===== config.mk =====
export PLATFORM = sky130hd
export DESIGN_NAME = ima_rx_smoother
export DESIGN_NICKNAME = d
export VERILOG_FILES = /design/src/rtl/ima_smooth_pkg.sv /design/src/rtl/smooth_fifo.sv /design/src/rtl/ref_qualifier.sv /design/src/rtl/ima_rx_smoother.sv
export SDC_FILE = /design/constraint.sdc
export NUM_CORES = 1
export LEC_CHECK = 0
export BUFFER_PORTS_ARGS = -buffer_cell sky130_fd_sc_hd__buf_2
export CELL_PAD_IN_SITES_DETAIL_PLACEMENT = 1
export CELL_PAD_IN_SITES_GLOBAL_PLACEMENT = 2
export CORE_ASPECT_RATIO = 0.9
export CORE_MARGIN = 2
export CORE_UTILIZATION = 39
export CTS_CLUSTER_SIZE = 12
export DETAILED_ROUTE_END_ITERATION = 8
export GPL_TIMING_DRIVEN = 0
export PLACE_DENSITY_LB_ADDON = 0.2
export SLEW_MARGIN = 20
export SYNTH_ARGS = -nofsm -noshare
export SYNTH_HDL_FRONTEND = slang
export SYNTH_SLANG_ARGS = --single-unit

===== constraint.sdc =====
create_clock -name clk -period 3.52 [get_ports clk]
set_clock_uncertainty 0.15 [all_clocks]
set_input_delay 0 -clock clk [delete_from_list [all_inputs] [get_ports clk]]
set_output_delay 0 -clock clk [all_outputs]
set_load 0.1 [all_outputs]

===== src/rtl/ima_smooth_pkg.sv =====
package ima_smooth_pkg;

    localparam int unsigned DEF_DEPTH    = 8;
    localparam int unsigned DEF_HANDLE_W = 12;
    localparam int unsigned DEF_LINK_W   = 5;
    localparam int unsigned DEF_QUAL_MS  = 100;

    // Outcome of one read slot
    typedef enum logic [1:0] {
        RD_NONE   = 2'd0,
        RD_DATA   = 2'd1,
        RD_FILLER = 2'd2,
        RD_EMPTY  = 2'd3
    } rd_kind_e;

endpackage


===== src/rtl/smooth_fifo.sv =====
module smooth_fifo
    import ima_smooth_pkg::*;
#(
    parameter int unsigned DEPTH    = DEF_DEPTH,
    parameter int unsigned HANDLE_W = DEF_HANDLE_W
) (
    input  logic                clk,
    input  logic                rst_n,
    input  logic                push,
    input  logic [HANDLE_W-1:0] push_handle,
    input  logic                push_filler,
    input  logic                tick,
    output rd_kind_e            rd_kind,
    output logic [HANDLE_W-1:0] rd_handle,
    output logic                push_refused
);

    localparam int unsigned PTR_W = (DEPTH > 1) ? $clog2(DEPTH) : 1;
    localparam int unsigned CNT_W = $clog2(DEPTH + 1);
    localparam logic [PTR_W-1:0] LAST_PTR = PTR_W'(DEPTH - 1);
    localparam logic [CNT_W-1:0] FULL_CNT = CNT_W'(DEPTH);

    typedef struct packed {
        logic                filler;
        logic [HANDLE_W-1:0] handle;
    } desc_t;

    typedef struct packed {
        desc_t [DEPTH-1:0] mem;
        logic [PTR_W-1:0]  rd_ptr;
        logic [PTR_W-1:0]  wr_ptr;
        logic [CNT_W-1:0]  count;
    } fifo_state_t;

    fifo_state_t s_d, s_q;

    logic  empty, full, pop, accept;
    desc_t head;

    always_comb begin
        s_d    = s_q;
        head   = s_q.mem[s_q.rd_ptr];
        empty  = (s_q.count == '0);
        full   = (s_q.count == FULL_CNT);
        pop    = tick && !empty;
        // a pop in the same cycle frees the slot the write needs
        accept = push && (!full || pop);

        if (!tick)            rd_kind = RD_NONE;
        else if (empty)       rd_kind = RD_EMPTY;
        else if (head.filler) rd_kind = RD_FILLER;
        else                  rd_kind = RD_DATA;
        rd_handle    = head.handle;
        push_refused = push && !accept;

        if (pop) begin
            s_d.rd_ptr = (s_q.rd_ptr == LAST_PTR) ? '0 : s_q.rd_ptr + 1'b1;
        end
        if (accept) begin
            s_d.mem[s_q.wr_ptr] = '{filler: push_filler, handle: push_handle};
            s_d.wr_ptr = (s_q.wr_ptr == LAST_PTR) ? '0 : s_q.wr_ptr + 1'b1;
        end
        case ({accept, pop})
            2'b10:   s_d.count = s_q.count + 1'b1;
            2'b01:   s_d.count = s_q.count - 1'b1;
            default: s_d.count = s_q.count;
        endcase
    end

    always_ff @(posedge clk) begin
        if (!rst_n) s_q <= '0;
        else        s_q <= s_d;
    end

endmodule


===== src/rtl/ref_qualifier.sv =====
module ref_qualifier
    import ima_smooth_pkg::*;
#(
    parameter int unsigned LINK_W  = DEF_LINK_W,
    parameter int unsigned QUAL_MS = DEF_QUAL_MS
) (
    input  logic              clk,
    input  logic              rst_n,
    input  logic              ms_strobe,
    input  logic [LINK_W-1:0] ind_link,
    input  logic              ind_working,
    output logic [LINK_W-1:0] sel_link,
    output logic              sel_valid
);

    localparam int unsigned CNT_W = $clog2(QUAL_MS + 1);
    localparam logic [CNT_W-1:0] QUAL_CNT = CNT_W'(QUAL_MS);

    typedef struct packed {
        logic [LINK_W-1:0] last_link;
        logic [CNT_W-1:0]  cnt;
        logic [LINK_W-1:0] sel_link;
        logic              sel_valid;
    } qual_state_t;

    qual_state_t s_d, s_q;
    logic steady;

    always_comb begin
        s_d           = s_q;
        steady        = ind_working && (ind_link == s_q.last_link);
        s_d.last_link = ind_link;

        if (!steady) begin
            s_d.cnt = '0;
        end else if (ms_strobe && (s_q.cnt < QUAL_CNT)) begin
            s_d.cnt = s_q.cnt + 1'b1;
        end

        if (steady && (s_q.cnt == QUAL_CNT)) begin
            s_d.sel_link  = s_q.last_link;
            s_d.sel_valid = 1'b1;
        end

        sel_link  = s_q.sel_link;
        sel_valid = s_q.sel_valid;
    end

    always_ff @(posedge clk) begin
        if (!rst_n) s_q <= '0;
        else        s_q <= s_d;
    end

endmodule


===== src/rtl/ima_rx_smoother.sv =====
module ima_rx_smoother
    import ima_smooth_pkg::*;
#(
    parameter int unsigned DEPTH    = DEF_DEPTH,
    parameter int unsigned HANDLE_W = DEF_HANDLE_W,
    parameter int unsigned LINK_W   = DEF_LINK_W,
    parameter int unsigned QUAL_MS  = DEF_QUAL_MS
) (
    input  logic                clk,
    input  logic                rst_n,
    input  logic                wr_valid,
    input  logic [HANDLE_W-1:0] wr_handle,
    input  logic                wr_filler,
    input  logic                cell_tick,
    output logic                out_valid,
    output logic [HANDLE_W-1:0] out_handle,
    output logic                underflow,
    output logic                overflow,
    input  logic                ms_strobe,
    input  logic [LINK_W-1:0]   fe_ref_link,
    input  logic                fe_ref_working,
    output logic [LINK_W-1:0]   clk_src_link,
    output logic                clk_src_valid
);

    typedef struct packed {
        logic                valid;
        logic [HANDLE_W-1:0] handle;
        logic                under;
        logic                over;
    } out_state_t;

    out_state_t o_d, o_q;

    rd_kind_e            rd_kind;
    logic [HANDLE_W-1:0] rd_handle;
    logic                push_refused;

    smooth_fifo #(
        .DEPTH    (DEPTH),
        .HANDLE_W (HANDLE_W)
    ) i_fifo (
        .clk          (clk),
        .rst_n        (rst_n),
        .push         (wr_valid),
        .push_handle  (wr_handle),
        .push_filler  (wr_filler),
        .tick         (cell_tick),
        .rd_kind      (rd_kind),
        .rd_handle    (rd_handle),
        .push_refused (push_refused)
    );

    ref_qualifier #(
        .LINK_W  (LINK_W),
        .QUAL_MS (QUAL_MS)
    ) i_qual (
        .clk         (clk),
        .rst_n       (rst_n),
        .ms_strobe   (ms_strobe),
        .ind_link    (fe_ref_link),
        .ind_working (fe_ref_working),
        .sel_link    (clk_src_link),
        .sel_valid   (clk_src_valid)
    );

    always_comb begin
        o_d.valid  = (rd_kind == RD_DATA);
        o_d.handle = (rd_kind == RD_DATA) ? rd_handle : '0;
        o_d.under  = (rd_kind == RD_EMPTY);
        o_d.over   = push_refused;
    end

    always_ff @(posedge clk) begin
        if (!rst_n) o_q <= '0;
        else        o_q <= o_d;
    end

    assign out_valid  = o_q.valid;
    assign out_handle = o_q.handle;
    assign underflow  = o_q.under;
    assign overflow   = o_q.over;

endmodule


Word level (Yosys, flattened, before mapping). Index checks and enable logic that the tools add are counted.

Div/mod/pow operators: 0. Mux-type cells: 11. Multiply operators: 0. Add/sub/neg operators: 5. Equal/unequal tests: 9. Shift operators: 0. Bitwise logic cells: 0. Order comparisons: 4. Reductions and logical operators: 15.

Operators by type and width (number): $bwmux W104 (1); $bmux W13 S3 (1); $demux W13 S3 (1); $mux W13 (2); $lt A3 B4 Y1 const B (2); $pmux W4 S2 (1); $add A7 B1 Y7 const B (1); $eq A7 B7 Y1 const B (1); $logic_and A1 B1 Y1 (7); $lt A7 B7 Y1 const B (1); $add A3 B1 Y3 const B (2); $eq A3 B3 Y1 const B (2); $mux W2 (3); $mux W3 (2); $eq A5 B5 Y1 (1); $add A4 B1 Y4 const B (1); $eq A2 B1 Y1 const B (2); $eq A2 B2 Y1 const B (2); $eq A4 B4 Y1 const B (1); $logic_not A4 Y1 (1); $reduce_and A2 Y1 (2); $sub A4 B1 Y4 const B (1); $ge A3 B1 Y1 const B (1); $logic_not A1 Y1 (3); 2 further kinds (2).

Logic and storage cells: 71. Output and inout port bits: 21. RAM bits: 0. Bits in read-only memories: 0. Input bits: 24. Register bits: 147. Bits in latches: 0. Memories kept: 0.

Depth between registers and ports, before layout. Gate-level depths: netlist (run 1).

Depth after elaboration: 7. Depth in mapped cells: 12. Mapped depth without buffers: 10.

Hierarchy. Synthesis (run 1) repeated with hierarchy kept, for this count alone.

Cell total of the unflattened synthesis: 608. Area, all modules: 6642.6 um^2.

By module, submodules not included: smooth_fifo (cells each 484, seq. area each 2282.2 um^2, area each 5343.9 um^2, instances 1); ref_qualifier (cells each 91, seq. area each 360.3 um^2, area each 818.3 um^2, instances 1); ima_rx_smoother (cells each 33, seq. area each 300.3 um^2, area each 480.5 um^2, instances 1).

Worst setup path after synthesis (run 1). OpenSTA, ideal clock, no wires.

Path type: reg-to-reg. Start: register i_fifo.s_q[1] (netlist bit). End: register i_fifo.s_q[2] (netlist bit). Stages on the path, launching flop included: 13. Path buffers: 2. Setup slack: 0.756 ns. Required time: 3.300 ns. Clock period less this slack: 2.764 ns. Setup time: 0.070 ns. Arrival: 2.544 ns. Path through: dfxtp_1 clkbuf_1 or3_1 buf_2 o21ai_1 inv_1 ha_1 xor2_1 ha_1 a21oi_1 xor2_1 or3_1 a21oi_1.

Cells in the longest elaborated chain, start to end: 7. Elaborated cells on any way between the ends: 13. Those cells by class: add/sub: 2; eq/ne: 3; mux: 1; reduce/logical: 7.

RTL lines: from (decl) (line smooth_fifo.sv:35) `fifo_state_t s_d, s_q;`; from (signal assigned) (line smooth_fifo.sv:71) `if (!rst_n) s_q <= '0;`; from (signal assigned) (line smooth_fifo.sv:72) `else s_q <= s_d;`; $logic_not A4 Y1 * (line smooth_fifo.sv:43) `empty = (s_q.count == '0);`; $logic_not A1 Y1 * (line smooth_fifo.sv:45) `pop = tick && !empty;`; $logic_and A1 B1 Y1 * (line smooth_fifo.sv:45); via i_fifo.pop (line smooth_fifo.sv:37) `logic empty, full, pop, accept;`; $logic_or A1 B1 Y1 (line smooth_fifo.sv:47) `accept = push && (!full || pop);`; $logic_and A1 B1 Y1 (line smooth_fifo.sv:47); $eq A2 B1 Y1 / $eq A2 B2 Y1 (equally long branches) (line smooth_fifo.sv:63) `case ({accept, pop})`; $pmux W4 S2 / $reduce_bool A2 Y1 (equally long branches).

The timed path passes the listed nets; every way through them passes the cells marked *. A chain may end at the register's enable or synchronous reset.

Final worst setup path (run 1).
Start: register i_fifo.s_q[1] (netlist bit). End: register i_fifo.s_q[2] (netlist bit).

Cells in the longest elaborated chain, start to end: 7. Elaborated cells on any way between the ends: 13. Those cells by class: add/sub: 2; eq/ne: 3; mux: 1; reduce/logical: 7.

RTL lines (line): $logic_not A4 Y1 (smooth_fifo.sv:43); $logic_not A1 Y1 (smooth_fifo.sv:45); $logic_and A1 B1 Y1 (smooth_fifo.sv:45); $logic_or A1 B1 Y1 (smooth_fifo.sv:47); $logic_and A1 B1 Y1 (smooth_fifo.sv:47); $eq A2 B1 Y1 / $eq A2 B2 Y1 (equally long branches) (smooth_fifo.sv:63); $pmux W4 S2 / $reduce_bool A2 Y1 (equally long branches).

Parallel ways exist; a longest one is shown, timed or not.

==> impl_results.md, run 1 <==
* Clk buf depth at 2
* Root Driver: clkbuf_16
* Reg2reg setup slack at 0.42 ns
* Placement Cell Area at 6726 um^2
* Finish-stage setup viols at 0
* Via Count at 4,584
* Mapped Area at 6317 um^2
* Min-Delay Path Class: input pin to register
* Yosys reg bits at 147
* Total grt overflow at 0
* Tcrit/Tclk final at 88.14%
* Drt pass-1 iters at 4
* CTS sink count at 147
* Die height at 124.7 um
* Aggregate global-route resource usage at 20.03%
* CP Max Fanout at 9
* Post-DR vias/cell at 5.128
* FFs w/ async S/R, synth at 0%
* Die ar. at 17,230 um^2
* Pre-CTS WS at 0.4069 ns
* Peak VDD IR at 0.3709 mV
* # IOs at 45
* Clock transition at path regs at 0.06 ns
* Multi-input logic area at 3087 um^2
* Skew-Pair Late Insertion Delay at 0.41 ns
* Detailed Place HPWL at 11.36 mm
* Final Slew Violations at 0
* Post-Syn Instances at 598
* RSZ-0062 raised after global routing: no
* Worst Path Required at 3.71 ns
* Final Hold Fails at 0
* CP Launch Type: register
* Post-Syn Area per Cell at 10.56 um^2
* Antenna Violating Nets Remaining at 0
* CTS tree: yes
* Finished layout cell area at 7584 um^2
* Worst-margin pin slew at 0.9999 ns
* Filler cells at 1,764
* Largest net degree at the start of global routing at 17
* Post-synth top cells: 147 x dfxtp_1, 131 x nor2_1, 122 x mux2i_1
* Residual DRC at 0
* Leak pwr at 3.088 nW
* Ranking of synthesized cells by area: dfxtp_1 47%, mux2i_1 19%, mux4_2 9.3%
* Post-route setup TNS at 0 ns
* Diodes inserted at 0
* Final #Nets at 709
* Wire per inst at 18.74 um
* Pwr per Cell Area at 578.9 nW/um^2
* DR iter-0 viols at 137
* Fmax at 322.3 MHz
* First-pass GRT wire length at 26.75 mm
* EDFF count, synth at 0
* Synth Warn # at 0
* Reg area at 2943 um^2
* Critical Path AT at 3.29 ns
* Post-synthesis sequential area ratio at 46.58%
* Initial Util at 39.57%
* Total power at 4.390 mW
* Initial antenna violation count at 0
* TritonCTS Buffers at 17
* Core region area at 15,970 um^2
* Share of cells above drive strength 1 at 16.30%
* Final Critical Period at 3.103 ns
* Port buffer count at 30
* GPL Wtd Cong at 0.7551
* Most common cell in the netlist: dfxtp_1
* Post-synth top area share at 46.58%
* Slew margin rel. at 32.73%
* Synthesized Nets at 631
* Count of different cell masters after synthesis at 42
* Max Cap Violations at 0
* PnR worst setup slack at 0.4175 ns
* Largest area contributor in the synthesized netlist: dfxtp_1
* Die W at 138.2 um
* Vias in the first global route at 4,817
* Routed WL at 16.75 mm
* H-tree Lvls at 4
* Post-synth top flop: dfxtp_1
* Outcome: complete, no violations
* CP Capture Type: register
* Area grow syn2layout at 20.04%
* WS Path Type: register to register
* FP Rows at 44
-- placed cells by master (no fill, tap or decap), types with 9 or more instances in the layout --
| master | instances |
|---|---|
| buf_2 | 38 |
| a21oi_1 | 12 |
| dlygate4sd3_1 | 29 |
| nand4_1 | 9 |
| dfxtp_1 | 147 |
| mux2i_1 | 122 |
| clkbuf_1 | 37 |
| clkbuf_16 | 17 |
| buf_4 | 9 |
| nand2_1 | 11 |
| mux4_2 | 26 |
| ha_1 | 9 |
| nor2_1 | 131 |
-- logic make-up (layout without fill, tap and decap cells) --
| logic type | after synthesis | after routing | synth area share [%] |
|---|---|---|---|
| muxes | 149 | 149 | 28.78 |
| DFF | 147 | 147 | 46.58 |
| buffers and inverters | 63 | 152 | 4.555 |
| adders and majority gates | 9 | 9 | 1.783 |
| AOI/OAI and AO/OA | 33 | 33 | 3.545 |
| and+or+nand+nor | 185 | 185 | 13.09 |
| xor gates and xnor gates | 12 | 12 | 1.664 |
-- sequential cells by signal, indices dropped and copies added (netlist names) --
signal            cells
underflow             1
i_fifo.s_q          114
overflow              1
out_handle           12
i_qual.sel_valid      1
i_qual.sel_link       5
out_valid             1
i_qual.s_q           12
-- stage by stage --
step | cells | hold slack, ns | utilization, %
floorplan | 598 | -0.03169 | -
global placement | 835 | 0.08600 | 42.13
detailed placement | 835 | 0.09223 | 42.13
CTS | 894 | 0.2490 | 47.50
global route | 894 | 0.2695 | 47.50
finish | 894 | 0.2556 | 47.50
-- final cells by class --
cell class              count  area share, %
clock inverters            10          1.452
multi-input cells         388          40.70
clock buffers              20          6.022
plain buffers              57          3.498
well taps                 207          3.415
inverters                   6         0.2970
flip-flops and latches    147          38.81
repair buffers             59          5.808
-- per-layer routing --
layer  vias up  part of all wire (%)  routed length [um]  track usage (%)
met5         -                     0                   0                0
met2        73                    46                7784            32.76
met4         0                  0.72                 121            4.382
met1      2277                    49                8154            27.10
met3         9                   4.1                 693            4.767
li1       2225                     -                   -                -
-- power breakdown --
part / internal, mW / switching, mW / total [mW]
registers: 1.74 / 0.0527 / 1.79
logic: 0.321 / 0.529 / 0.850
clock network: 1.07 / 0.685 / 1.75
total: 3.12 / 1.27 / 4.39
-- worst paths after layout --
path	start	to	cells after the start
min	ms_strobe	i_qual.s_q[12]$_SDFFE_PN0P_	4
max reg2reg	i_fifo.s_q[1]$_SDFFE_PN0P_	i_fifo.s_q[2]$_SDFFE_PN0P_	11
max	i_fifo.s_q[1]$_SDFFE_PN0P_	i_fifo.s_q[2]$_SDFFE_PN0P_	11
min reg2reg	i_qual.sel_link[4]$_SDFFE_PN0P_	i_qual.sel_link[4]$_SDFFE_PN0P_	2
-- critical path, stage by stage, from the launching register on --
cell and delay (ns):
dfxtp_1 0.29, clkbuf_1 0.17, or3_1 0.36, buf_2 0.20, o21ai_1 0.48, ha_1 0.35
xor2_1 0.19, ha_1 0.17, a21oi_1 0.05, xor2_1 0.16, or3_1 0.31, a21oi_1 0.14
-- what timing repair did --
action / CTS / global route
buffers inserted: 0 / 0
hold buffers: 29 / 0
endpoints found under the setup margin: 0 / 0
gates resized for setup: 0 / 0
hold endpoints to repair: 128 / 0
(Power assumes the default switching activity.)
==> inputs of run 2 (changes only) <==
--- a/config.mk
+++ b/config.mk
@@ -14,6 +14,7 @@
 export CTS_CLUSTER_SIZE = 12
 export DETAILED_ROUTE_END_ITERATION = 8
 export GPL_TIMING_DRIVEN = 0
+export MAX_ROUTING_LAYER = met4
 export PLACE_DENSITY_LB_ADDON = 0.2
 export SLEW_MARGIN = 20
 export SYNTH_ARGS = -nofsm -noshare
==> run 2 against run 1 <==
  * Die area is the same
  * First-iteration DRC count is 0.73% higher
  * Cell area unchanged
  * Total power hardly changed
  * Flip-flop and latch count did not move
  * Final cell count did not move
  * Critical path depth is the same
  * Sequential power is essentially flat
  * Highest routed layer unchanged
==> impl_results.md, run 2 (synthesis gave the netlist of run 1 again) <==
* Outcome: complete, no violations
* Final Slew Violations at 0 (unchanged)
* Aggregate global-route resource usage at 20.63% (+0.60 points)
* End-of-flow core utilization at 47.50% (unchanged)
* Routed WL at 16.71 mm (-0.25%)
* WS Path Type: register to register
* Slew margin rel. at 35.11% (+2.4 points)
* Clock transition at path regs at 0.06 ns (about the same)
* CP Launch Type: register
* Share of cells above drive strength 1 at 16.30% (unchanged)
* Net Sw Power at 1.266 mW (about the same)
* Die ar. at 17,230 um^2 (unchanged)
* Hold WS at 0.2524 ns (-0.003223 ns)
* Vias in the first global route at 4,820 (+0.062%)
* Max reg flops at 114 (unchanged)
* FP Rows at 44 (unchanged)
* Commonest non-fill, non-tap cell in the layout: dfxtp_1
* Sequential share of power at 40.7% (about the same)
* Final Critical Period at 3.087 ns (-0.01601 ns)
* Placement Cell Area at 6726 um^2 (unchanged)
* Fmax at 324.0 MHz (+0.52%)
* DR iter-0 viols at 138 (+0.73%)
* Peak VDD IR at 0.3716 mV (+0.19%)
* Area grow syn2layout at 20.04% (unchanged)
* Internal at 3.124 mW (unchanged)
* Min-Delay Path Class: input pin to register
* Most frequent cells in the layout: 147 x dfxtp_1, 131 x nor2_1, 122 x mux2i_1, 38 x buf_2, 37 x clkbuf_1
* Worst Path Required at 3.71 ns (about the same)
* Initial antenna violation count at 0 (unchanged)
* Combinational Power Share at 19.3% (about the same)
* Wire per inst at 18.69 um (-0.25%)
* Filler cells at 1,764 (unchanged)
* Via Count at 4,575 (-0.20%)
* Clk buf depth at 2 (unchanged)
* Die W at 138.2 um (unchanged)
* Port buffer count at 30 (unchanged)
* Die height at 124.7 um (unchanged)
* CP Capture Type: register
* GPL Wtd Cong at 0.7649 (+1.3%)
* Largest Register: i_fifo.s_q
* # IOs at 45 (unchanged)
* Clock power share at 40.0% (about the same)
* Worst Reg-to-Reg Cells at 11 (unchanged)
* CTS sink count at 147 (unchanged)
* Max Cap Violations at 0 (unchanged)
* Net Sw Frac at 28.85% (about the same)
* Leak pwr at 3.088 nW (unchanged)
* Pre-CTS WS at 0.4069 ns (unchanged)
* Finished layout cell area at 7584 um^2 (unchanged)
* Post-route setup TNS at 0 ns (unchanged)
* Initial Util at 39.57% (unchanged)
* Skew-Pair Late Insertion Delay at 0.42 ns (about the same)
* Tcrit/Tclk final at 87.69% (-0.45 points)
* Pwr per Cell Area at 578.9 nW/um^2 (about the same)
* TritonCTS Buffers at 17 (unchanged)
* CP Max Fanout at 9 (unchanged)
* Root Driver: clkbuf_16
* H-tree Lvls at 4 (unchanged)
* Detailed Place HPWL at 11.36 mm (unchanged)
* RSZ-0062 raised after global routing: no
* Critical Path AT at 3.27 ns (-0.02 ns)
* Antenna Violating Nets Remaining at 0 (unchanged)
* PnR worst setup slack at 0.4335 ns (+0.01601 ns)
* Total grt overflow at 0 (unchanged)
* Diodes inserted at 0 (unchanged)
* Core region area at 15,970 um^2 (unchanged)
* Post-DR vias/cell at 5.117 (-0.20%)
* CTS tree: yes
* Worst-margin pin slew at 0.9645 ns (-0.03538 ns)
* Largest net degree at the start of global routing at 17 (unchanged)
* Hold depth at 4 (unchanged)
* First-pass GRT wire length at 26.74 mm (about the same)
* Final Hold Fails at 0 (unchanged)
* Drt pass-1 iters at 4 (unchanged)
* Residual DRC at 0 (unchanged)
* Finish-stage setup viols at 0 (unchanged)
* Final #Nets at 709 (unchanged)
-- run 2: path summary, 6_finish.rpt --
check | startpoint | end | slack (ns)
worst max register to register | i_fifo.s_q[1]$_SDFFE_PN0P_ | i_fifo.s_q[2]$_SDFFE_PN0P_ | 0.43
worst min register to register | i_qual.sel_link[3]$_SDFFE_PN0P_ | i_qual.sel_link[3]$_SDFFE_PN0P_ | 0.33
worst min-delay path | ms_strobe | i_qual.s_q[12]$_SDFFE_PN0P_ | 0.25
worst max-delay path | i_fifo.s_q[1]$_SDFFE_PN0P_ | i_fifo.s_q[2]$_SDFFE_PN0P_ | 0.43
-- run 2: final cells by class --
type	count	area (um^2)	share of cell area [%]
repair buffers	59	440.4	5.808
inverters	6	22.52	0.2970
flip-flops and latches	147	2943	38.81
clock inverters	10	110.1	1.452
plain buffers	57	265.3	3.498
well taps	207	259.0	3.415
clock buffers	20	456.7	6.022
multi-input cells	388	3087	40.70
-- run 2: routing by layer --
layer,global-route usage [%],vias to the layer above,share of wire [%]
li1,-,2224,-
met1,27.10,2277,49
met2,32.82,65,47
met3,4.767,9,3.8
met4,4.382,0,0.78
met5,-,-,0
-- run 2: power groups by stage --
stage	combinational, mW	clock, mW	sequential [mW]
2_1_floorplan	0.555	0	1.89
3_3_place_gp	0.805	0	1.82
3_5_place_dp	0.822	0	1.82
4_1_cts	0.856	1.80	1.79
5_1_grt	0.928	1.87	1.80
6_report	0.847	1.75	1.79
-- run 2: repair_timing --
action,in CTS,in global routing
endpoints found under the hold margin,128,0
hold buffers,29,0
gates resized for setup,0,0
endpoints found under the setup margin,0,0
setup buffers,0,0
-- run 2: worst max-delay path, cell delays in order, from the launching register on --
cell and delay (ns):
dfxtp_1 0.29, clkbuf_1 0.17, or3_1 0.36, buf_2 0.20
o21ai_1 0.47, ha_1 0.35, xor2_1 0.19, ha_1 0.17
a21oi_1 0.05, xor2_1 0.16, or3_1 0.31, a21oi_1 0.14
-- run 2: stage by stage --
| stage | power (mW) | cells |
|---|---|---|
| floorplan | 2.448 | 598 |
| CTS | 4.443 | 894 |
| global route | 4.593 | 894 |
| global placement | 2.623 | 835 |
| finish | 4.390 | 894 |
| detailed placement | 2.644 | 835 |
